[src/rtl/swfc_pkg.sv]
package swfc_pkg;
  localparam int unsigned CODE_W = 8;

  localparam logic [2:0] RXM_OFF    = 3'd0;
  localparam logic [2:0] RXM_SET_A  = 3'd1;
  localparam logic [2:0] RXM_SET_B  = 3'd2;
  localparam logic [2:0] RXM_EITHER = 3'd3;
  localparam logic [2:0] RXM_PAIR   = 3'd4;

  localparam logic [1:0] TXM_OFF   = 2'd0;
  localparam logic [1:0] TXM_SET_A = 2'd1;
  localparam logic [1:0] TXM_SET_B = 2'd2;
  localparam logic [1:0] TXM_PAIR  = 2'd3;

  typedef enum logic [1:0] {PEND_NONE, PEND_ON, PEND_OFF} pend_e;
  typedef enum logic [1:0] {SEQ_IDLE, SEQ_FIRST, SEQ_SECOND} seq_e;

  typedef struct packed {
    logic [CODE_W-1:0] on_a;
    logic [CODE_W-1:0] on_b;
    logic [CODE_W-1:0] off_a;
    logic [CODE_W-1:0] off_b;
  } codes_t;
endpackage

[src/rtl/swfc_rx_match.sv]
module swfc_rx_match
  import swfc_pkg::*;
(
  input  logic              clk_i,
  input  logic              rst_ni,
  input  logic              valid_i,
  input  logic [CODE_W-1:0] data_i,
  input  logic [2:0]        mode_i,
  input  logic              spec_en_i,
  input  codes_t            codes_i,
  output logic              on_hit_o,
  output logic              off_hit_o,
  output logic              spec_hit_o,
  output logic              fifo_we_o,
  output logic [CODE_W-1:0] fifo_wdata_o
);
  pend_e pend_q, pend_d;
  logic  consume, pass;

  always_comb begin
    on_hit_o  = 1'b0;
    off_hit_o = 1'b0;
    consume   = 1'b0;
    pend_d    = (mode_i == RXM_PAIR) ? pend_q : PEND_NONE;
    if (valid_i) begin
      case (mode_i)
        RXM_SET_A: begin
          off_hit_o = (data_i == codes_i.off_a);
          on_hit_o  = !off_hit_o && (data_i == codes_i.on_a);
        end
        RXM_SET_B: begin
          off_hit_o = (data_i == codes_i.off_b);
          on_hit_o  = !off_hit_o && (data_i == codes_i.on_b);
        end
        RXM_EITHER: begin
          off_hit_o = (data_i == codes_i.off_a) || (data_i == codes_i.off_b);
          on_hit_o  = !off_hit_o &&
                      ((data_i == codes_i.on_a) || (data_i == codes_i.on_b));
        end
        RXM_PAIR: begin
          pend_d = PEND_NONE;
          if (pend_q == PEND_OFF && data_i == codes_i.off_b)     off_hit_o = 1'b1;
          else if (pend_q == PEND_ON && data_i == codes_i.on_b)  on_hit_o  = 1'b1;
          else if (data_i == codes_i.off_a)                      pend_d    = PEND_OFF;
          else if (data_i == codes_i.on_a)                       pend_d    = PEND_ON;
          consume = (pend_d != PEND_NONE);
        end
        default: ;
      endcase
    end
  end

  assign pass       = valid_i && !consume && !on_hit_o && !off_hit_o;
  assign spec_hit_o = pass && spec_en_i && (data_i == codes_i.off_b);

  always_ff @(posedge clk_i or negedge rst_ni) begin
    if (!rst_ni) begin
      pend_q       <= PEND_NONE;
      fifo_we_o    <= 1'b0;
      fifo_wdata_o <= '0;
    end else begin
      pend_q    <= pend_d;
      fifo_we_o <= pass;
      if (pass) fifo_wdata_o <= data_i;
    end
  end

  assert_we_after_valid_R4: assert property (@(posedge clk_i) disable iff (!rst_ni)
    fifo_we_o |-> $past(valid_i));
  assert_flow_consumed_R4: assert property (@(posedge clk_i) disable iff (!rst_ni)
    (on_hit_o || off_hit_o) |=> !fifo_we_o);
  assert_single_hit_R2: assert property (@(posedge clk_i) disable iff (!rst_ni)
    !(on_hit_o && off_hit_o));
endmodule

[src/rtl/swfc_flags.sv]
module swfc_flags (
  input  logic clk_i,
  input  logic rst_ni,
  input  logic valid_i,
  input  logic on_hit_i,
  input  logic off_hit_i,
  input  logic spec_hit_i,
  input  logic stat_rd_i,
  input  logic fifo_we_i,
  output logic tx_pause_o,
  output logic irq_xoff_o,
  output logic irq_spec_o
);
  always_ff @(posedge clk_i or negedge rst_ni) begin
    if (!rst_ni) begin
      tx_pause_o <= 1'b0;
      irq_xoff_o <= 1'b0;
      irq_spec_o <= 1'b0;
    end else begin
      if (off_hit_i)     tx_pause_o <= 1'b1;
      else if (on_hit_i) tx_pause_o <= 1'b0;

      if (off_hit_i)                  irq_xoff_o <= 1'b1;
      else if (on_hit_i || stat_rd_i) irq_xoff_o <= 1'b0;

      if (spec_hit_i)                irq_spec_o <= 1'b1;
      else if (valid_i || stat_rd_i) irq_spec_o <= 1'b0;
    end
  end

  assert_pause_set_R5: assert property (@(posedge clk_i) disable iff (!rst_ni)
    off_hit_i |=> tx_pause_o && irq_xoff_o);
  assert_resume_clr_R6: assert property (@(posedge clk_i) disable iff (!rst_ni)
    on_hit_i |=> !tx_pause_o && !irq_xoff_o);
  assert_rd_clr_R6: assert property (@(posedge clk_i) disable iff (!rst_ni)
    stat_rd_i && !off_hit_i |=> !irq_xoff_o);
  assert_spec_with_write_R7: assert property (@(posedge clk_i) disable iff (!rst_ni)
    $rose(irq_spec_o) |-> fifo_we_i);
endmodule

[src/rtl/swfc_tx_seq.sv]
module swfc_tx_seq
  import swfc_pkg::*;
#(
  parameter int unsigned LVL_W = 5
) (
  input  logic              clk_i,
  input  logic              rst_ni,
  input  logic [1:0]        mode_i,
  input  logic [LVL_W-1:0]  level_i,
  input  logic [LVL_W-1:0]  trig_i,
  input  codes_t            codes_i,
  input  logic              ack_i,
  output logic              req_o,
  output logic [CODE_W-1:0] code_o
);
  seq_e       seq_q;
  logic       off_q;   // current request is a pause
  logic       sent_q;  // pause issued, resume still owed
  logic [1:0] mode_q;
  logic       above;

  assign above = (level_i >= trig_i);
  assign req_o = (seq_q != SEQ_IDLE);

  always_comb begin
    if (seq_q == SEQ_SECOND || mode_q == TXM_SET_B)
      code_o = off_q ? codes_i.off_b : codes_i.on_b;
    else
      code_o = off_q ? codes_i.off_a : codes_i.on_a;
  end

  always_ff @(posedge clk_i or negedge rst_ni) begin
    if (!rst_ni) begin
      seq_q  <= SEQ_IDLE;
      off_q  <= 1'b0;
      sent_q <= 1'b0;
      mode_q <= TXM_OFF;
    end else begin
      case (seq_q)
        SEQ_IDLE: if (mode_i != TXM_OFF) begin
          if (above && !sent_q) begin
            seq_q <= SEQ_FIRST; off_q <= 1'b1; sent_q <= 1'b1; mode_q <= mode_i;
          end else if (!above && sent_q) begin
            seq_q <= SEQ_FIRST; off_q <= 1'b0; sent_q <= 1'b0; mode_q <= mode_i;
          end
        end
        SEQ_FIRST:  if (ack_i) seq_q <= (mode_q == TXM_PAIR) ? SEQ_SECOND : SEQ_IDLE;
        SEQ_SECOND: if (ack_i) seq_q <= SEQ_IDLE;
        default:    seq_q <= SEQ_IDLE;
      endcase
    end
  end

  assert_req_hold_R9: assert property (@(posedge clk_i) disable iff (!rst_ni)
    req_o && !ack_i |=> req_o && $stable(off_q));
  assert_off_mode_quiet_R9: assert property (@(posedge clk_i) disable iff (!rst_ni)
    !req_o && mode_i == TXM_OFF |=> !req_o);
  assert_second_pair_R9: assert property (@(posedge clk_i) disable iff (!rst_ni)
    seq_q == SEQ_SECOND |-> mode_q == TXM_PAIR);
endmodule

[src/rtl/swfc_ctrl.sv]
module swfc_ctrl
  import swfc_pkg::*;
#(
  parameter int unsigned FIFO_DEPTH = 16,
  localparam int unsigned LVL_W = $clog2(FIFO_DEPTH + 1)
) (
  input  logic              clk_i,
  input  logic              rst_ni,
  input  logic              cfg_we_i,
  input  logic [1:0]        cfg_sel_i,
  input  logic [7:0]        cfg_wdata_i,
  input  logic [2:0]        rx_mode_i,
  input  logic [1:0]        tx_mode_i,
  input  logic              spec_en_i,
  input  logic              rx_valid_i,
  input  logic [7:0]        rx_data_i,
  input  logic              stat_rd_i,
  input  logic [LVL_W-1:0]  fifo_level_i,
  input  logic [LVL_W-1:0]  trig_level_i,
  output logic              fifo_we_o,
  output logic [7:0]        fifo_wdata_o,
  output logic              tx_pause_o,
  output logic              ins_req_o,
  output logic [7:0]        ins_code_o,
  input  logic              ins_ack_i,
  output logic              irq_xoff_o,
  output logic              irq_spec_o
);
  localparam int unsigned N_CODES = 4;

  logic [CODE_W-1:0] code_q [N_CODES];
  codes_t            codes;
  logic              on_hit, off_hit, spec_hit;

  for (genvar i = 0; i < N_CODES; i++) begin : g_code
    always_ff @(posedge clk_i or negedge rst_ni) begin
      if (!rst_ni)                                  code_q[i] <= '0;
      else if (cfg_we_i && cfg_sel_i == 2'(i))      code_q[i] <= cfg_wdata_i;
    end
  end

  assign codes = '{on_a: code_q[0], on_b: code_q[1], off_a: code_q[2], off_b: code_q[3]};

  swfc_rx_match u_match (
    .clk_i        (clk_i),
    .rst_ni       (rst_ni),
    .valid_i      (rx_valid_i),
    .data_i       (rx_data_i),
    .mode_i       (rx_mode_i),
    .spec_en_i    (spec_en_i),
    .codes_i      (codes),
    .on_hit_o     (on_hit),
    .off_hit_o    (off_hit),
    .spec_hit_o   (spec_hit),
    .fifo_we_o    (fifo_we_o),
    .fifo_wdata_o (fifo_wdata_o)
  );

  swfc_flags u_flags (
    .clk_i      (clk_i),
    .rst_ni     (rst_ni),
    .valid_i    (rx_valid_i),
    .on_hit_i   (on_hit),
    .off_hit_i  (off_hit),
    .spec_hit_i (spec_hit),
    .stat_rd_i  (stat_rd_i),
    .fifo_we_i  (fifo_we_o),
    .tx_pause_o (tx_pause_o),
    .irq_xoff_o (irq_xoff_o),
    .irq_spec_o (irq_spec_o)
  );

  swfc_tx_seq #(.LVL_W(LVL_W)) u_tx (
    .clk_i   (clk_i),
    .rst_ni  (rst_ni),
    .mode_i  (tx_mode_i),
    .level_i (fifo_level_i),
    .trig_i  (trig_level_i),
    .codes_i (codes),
    .ack_i   (ins_ack_i),
    .req_o   (ins_req_o),
    .code_o  (ins_code_o)
  );

  assert_mode_off_no_pause_R10: assert property (@(posedge clk_i) disable iff (!rst_ni)
    (rx_mode_i == RXM_OFF || rx_mode_i > RXM_PAIR) && rx_valid_i |=> fifo_we_o);
endmodule

[config.mk]
export PLATFORM = sky130hd
export DESIGN_NAME = swfc_ctrl
export DESIGN_NICKNAME = d
export VERILOG_FILES = /design/src/rtl/swfc_pkg.sv /design/src/rtl/swfc_rx_match.sv /design/src/rtl/swfc_flags.sv /design/src/rtl/swfc_tx_seq.sv /design/src/rtl/swfc_ctrl.sv
export SDC_FILE = /design/constraint.sdc
export NUM_CORES = 1
export LEC_CHECK = 0
export ABC_AREA = 1
export BUFFER_PORTS_ARGS = -buffer_cell sky130_fd_sc_hd__buf_2
export CAP_MARGIN = 20
export CORE_MARGIN = 3
export CORE_UTILIZATION = 30
export CTS_CLUSTER_SIZE = 24
export DETAILED_ROUTE_END_ITERATION = 6
export SYNTH_ARGS = -nofsm -noshare
export SYNTH_HDL_FRONTEND = slang
export SYNTH_SLANG_ARGS = --single-unit
[constraint.sdc]
create_clock -name clk_i -period 3.9 [get_ports clk_i]
set_input_delay 0.975 -clock clk_i [delete_from_list [all_inputs] [get_ports clk_i]]
set_output_delay 0.975 -clock clk_i [all_outputs]
set_load 0.005 [all_outputs]
==> key figures <==
Worst setup path
  • Cell chain of the critical path: inv_2 -> nand2_1 -> o21ai_0 -> o21ai_0 -> buf_2
  • Crit-path leading delay family: flip-flops
  • Worst path max stage delay: approximately 0.91 ns
  • Crit path capture type: output port
  • Crit path DAT: 2.04 ns
  • Slowest stage cell, crit path: dfrtp_1
  • Most common cell on crit path: o21ai_0
  • Worst Path Class, Setup: register to output port
  • Startpoint types: register
  • CP Data Required Time: around 2.9 ns
  • CP Max Fanout: 28
  • Worst Path Buf+Inv: 2

Global routing
  • GRT Util Overall: 0.1383
  • GR Overflow Total: 0
  • Initial antenna violation count: 0
  • Global-route wire length before repair: 14.17 mm
  • Vias in the first global route: between 2000 and 3000
  • Largest net degree at the start of global routing: 31

Clocking
  • CTS sink count: 51
  • CTS tree: yes
  • CTS root buf: clkbuf_8
  • Clock transition at the registers of the reported paths: 0.10 ns
  • Clk_lat worst skew: ~0.31 ns
  • # resized after CTS: 0
  • CTS Hold Bufs: 0
  • Post-CTS Repair Setup Buffers: 0
  • TritonCTS Buffers: 5
  • CTS H-tree depth: 2
  • CTS max path bufs: 2

Detailed routing
  • Initial drt markers: roughly 190
  • Post-DR wirelength/cell: around 12 µm
  • DR DRC count: 0
  • Vias/cell: 4.530
  • Via count: approximately 3200
  • Drt total wl: roughly 8.4 mm
  • Drt first pass iters: 4
  • Detail Route Antenna Nets: 0

Logic synthesis
  • Synth top cells by count: nand2_1, inv_1, o21ai_0
  • Most common cell in the netlist: nand2_1
  • Synth Warn #: 0
  • Post-Syn Instances: around 500
  • Top cells by area, synth: dfrtp_1, nand2_1, inv_1
  • Top-area cell type share of the netlist area: 0.3840
  • Count of different cell masters after synthesis: 33
  • Post-synth EDFFs: 0
  • Biggest area consumer among synthesized cells: dfrtp_1
  • Synth Area per Inst: 6.620 µm²
  • Synth async-reset ratio: 1.000
  • Syn Std Cell Area: ~3300 µm²
  • Sequential share of the synthesized area: 0.3840
  • Seq cells post-synth: a little over 50
  • Synth Flop Type: dfrtp_1
  • Syn Nets: 549

Power
  • Clk network pwr share: 0.229
  • Internal power: roughly 1.1 mW
  • Leak: 2.169 nW
  • Pwr/cell area: 451.3 nW/µm²
  • Comb pwr share: 0.357
  • Sw Share: 0.3803
  • Sw Pwr: roughly 670 µW
  • Peak VDD IR: between 0.0002 and 0.00025 V
  • Seq pwr share: 0.414

STA
  • Max-slew headroom: 0.4324
  • Tmin final: approximately 3 ns
  • RSZ-0062 raised after global routing: false
  • Worst Skew: approximately 0.0080 ns
  • F_max: about 330 MHz
  • Final setup TNS: 0 ns
  • Endpoints failing hold: 0
  • Worst-Margin Slew: 0.8514 ns
  • Final period utilization: 0.7724
  • Final worst setup slack: between 0.8 and 0.9 ns
  • Final setup fails: 0
  • Slew Viols, Final: 0

Finish
  • P&R area growth vs syn: 16.64%
  • Multi-input logic area: ~1700 µm²
  • Register area: around 1300 µm²
  • Net count, final: between 600 and 700
  • Diodes inserted: 0
  • Layout cells sized above 1: 0.1643
  • Fillcell total: ~1200

Floorplan
  • I/O pin count: between 60 and 70
  • DIE AREA: between 10000 and 15000 µm²
  • Initial Util: 0.3148
  • Die width: roughly 110 µm
  • Row cnt: 37
  • Placeable Area: 10560 µm²
  • Die height: between 100 and 150 µm

Job
  • Maxcap violations: 0

Place
  • IO buf count: 60
  • RePlAce Congestion: between 0.8 and 0.9
  • Placement-stage worst setup slack: just under 0.9 ns
  • Detail Placement HPWL: roughly 6.6 mm

Min path
  • HP Class: register to register

Run status
  • Status: finished clean
kinds of logic (layout without fill, tap and decap cells):
family                   count (synthesis)  in the layout  synth area share
flip-flops                              51             51            0.3840
AND/OR/NAND/NOR                        273            273            0.3475
adder cells (fa/ha/maj)                  7              7           0.02635
buffers and inverters                   92            150            0.1054
XOR/XNOR                                 5              5           0.01318
AO/OA/AOI/OAI                           73             73            0.1201
multiplexers                             1              1          0.003388
layer usage:
| layer | wire length (µm) | vias to the layer above | global-route usage |
|---|---|---|---|
| li1 | - | 1673 | - |
| met1 | 4174 | 1404 | 0.1915 |
| met2 | 3710 | 70 | 0.2211 |
| met5 | 0 | - | 0 |
| met3 | 426 | 6 | 0.02784 |
| met4 | 73 | 0 | 0.03487 |
power groups by stage:
stage                     registers, mW  clock network [mW]  logic (mW)
after floorplan                   0.678                   0       0.448
after global placement            0.732                   0       0.628
after detailed placement          0.734                   0       0.638
after CTS                         0.723               0.416       0.641
after global routing              0.741               0.437       0.730
final                             0.724               0.401       0.624
sequential cells by signal, summed over array words and instances, names as in the netlist:
register,count
u_tx.mode_q,2
code_q,32
u_match.fifo_we_o,1
u_flags.irq_spec_o,1
u_flags.irq_xoff_o,1
u_tx.seq_q,2
u_flags.tx_pause_o,1
u_tx.off_q,1
u_match.pend_q,2
u_match.fifo_wdata_o,8
stage by stage:
step           utilization  instances  cell area (µm²)  power [mW]  hold WS [ns]
4_1_cts             0.3672        696             3876       1.780        0.4800
6_report            0.3672        696             3876       1.749        0.4738
5_1_grt             0.3672        696             3876       1.908        0.5008
3_5_place_dp        0.3557        688             3755       1.372        0.4542
2_1_floorplan            -        502             3323       1.126        0.4654
3_3_place_gp        0.3557        688             3755       1.359        0.4496
final timing paths:
kind                                          from                       to  slack (ns)  cells after the start
setup / recovery                        u_tx.off_q            ins_code_o[2]        0.89                      5
hold / removal             u_match.fifo_wdata_o[5]  u_match.fifo_wdata_o[5]        0.47                      2
setup reg to reg                        u_tx.off_q           u_tx.mode_q[0]        1.90                      3
hold reg to reg            u_match.fifo_wdata_o[5]  u_match.fifo_wdata_o[5]        0.47                      2
max in group asynchronous                   rst_ni               code_q[28]        2.45                      2
min in group asynchronous                   rst_ni  u_match.fifo_wdata_o[3]        0.69                      1
worst min-delay path, stage by stage (launching register included):
cell	delay, ns
dfrtp_1	0.35
nand2_1	0.05
nand2_1	0.04
cell type report:
| cell class | instances | share of cell area |
|---|---|---|
| multi-input combinational | 359 | 0.4377 |
| sequential | 51 | 0.3292 |
| timing repair buffer | 61 | 0.07941 |
| inverter | 81 | 0.07844 |
| tap | 136 | 0.04390 |
| clock buffer | 6 | 0.02130 |
| clock inverter | 2 | 0.01001 |
layout by cell type, fill, tap and decap left out:
cell / instances
mux2_2: 1
nor2_2: 3
nand3_1: 24
inv_2: 4
and3_1: 1
nand3_2: 1
inv_1: 77
o21ai_0: 53
nand2_4: 1
nand2_2: 6
nand2_1: 190
buf_2: 60
or2_2: 2
ha_1: 7
buf_4: 1
xnor2_1: 4
nand3_4: 1
dfrtp_1: 51
o211ai_1: 9
nor3_1: 3
o21a_1: 1
nand4_1: 4
xor2_1: 1
a21o_1: 1
nor2_1: 33
nor3_2: 1
bufinv_16: 1
o22ai_1: 2
inv_6: 1
nor2_4: 2
nand3b_2: 1
a21oi_1: 6
clkbuf_8: 6
a221oi_1: 1
Power figures use the tool's default switching activity.
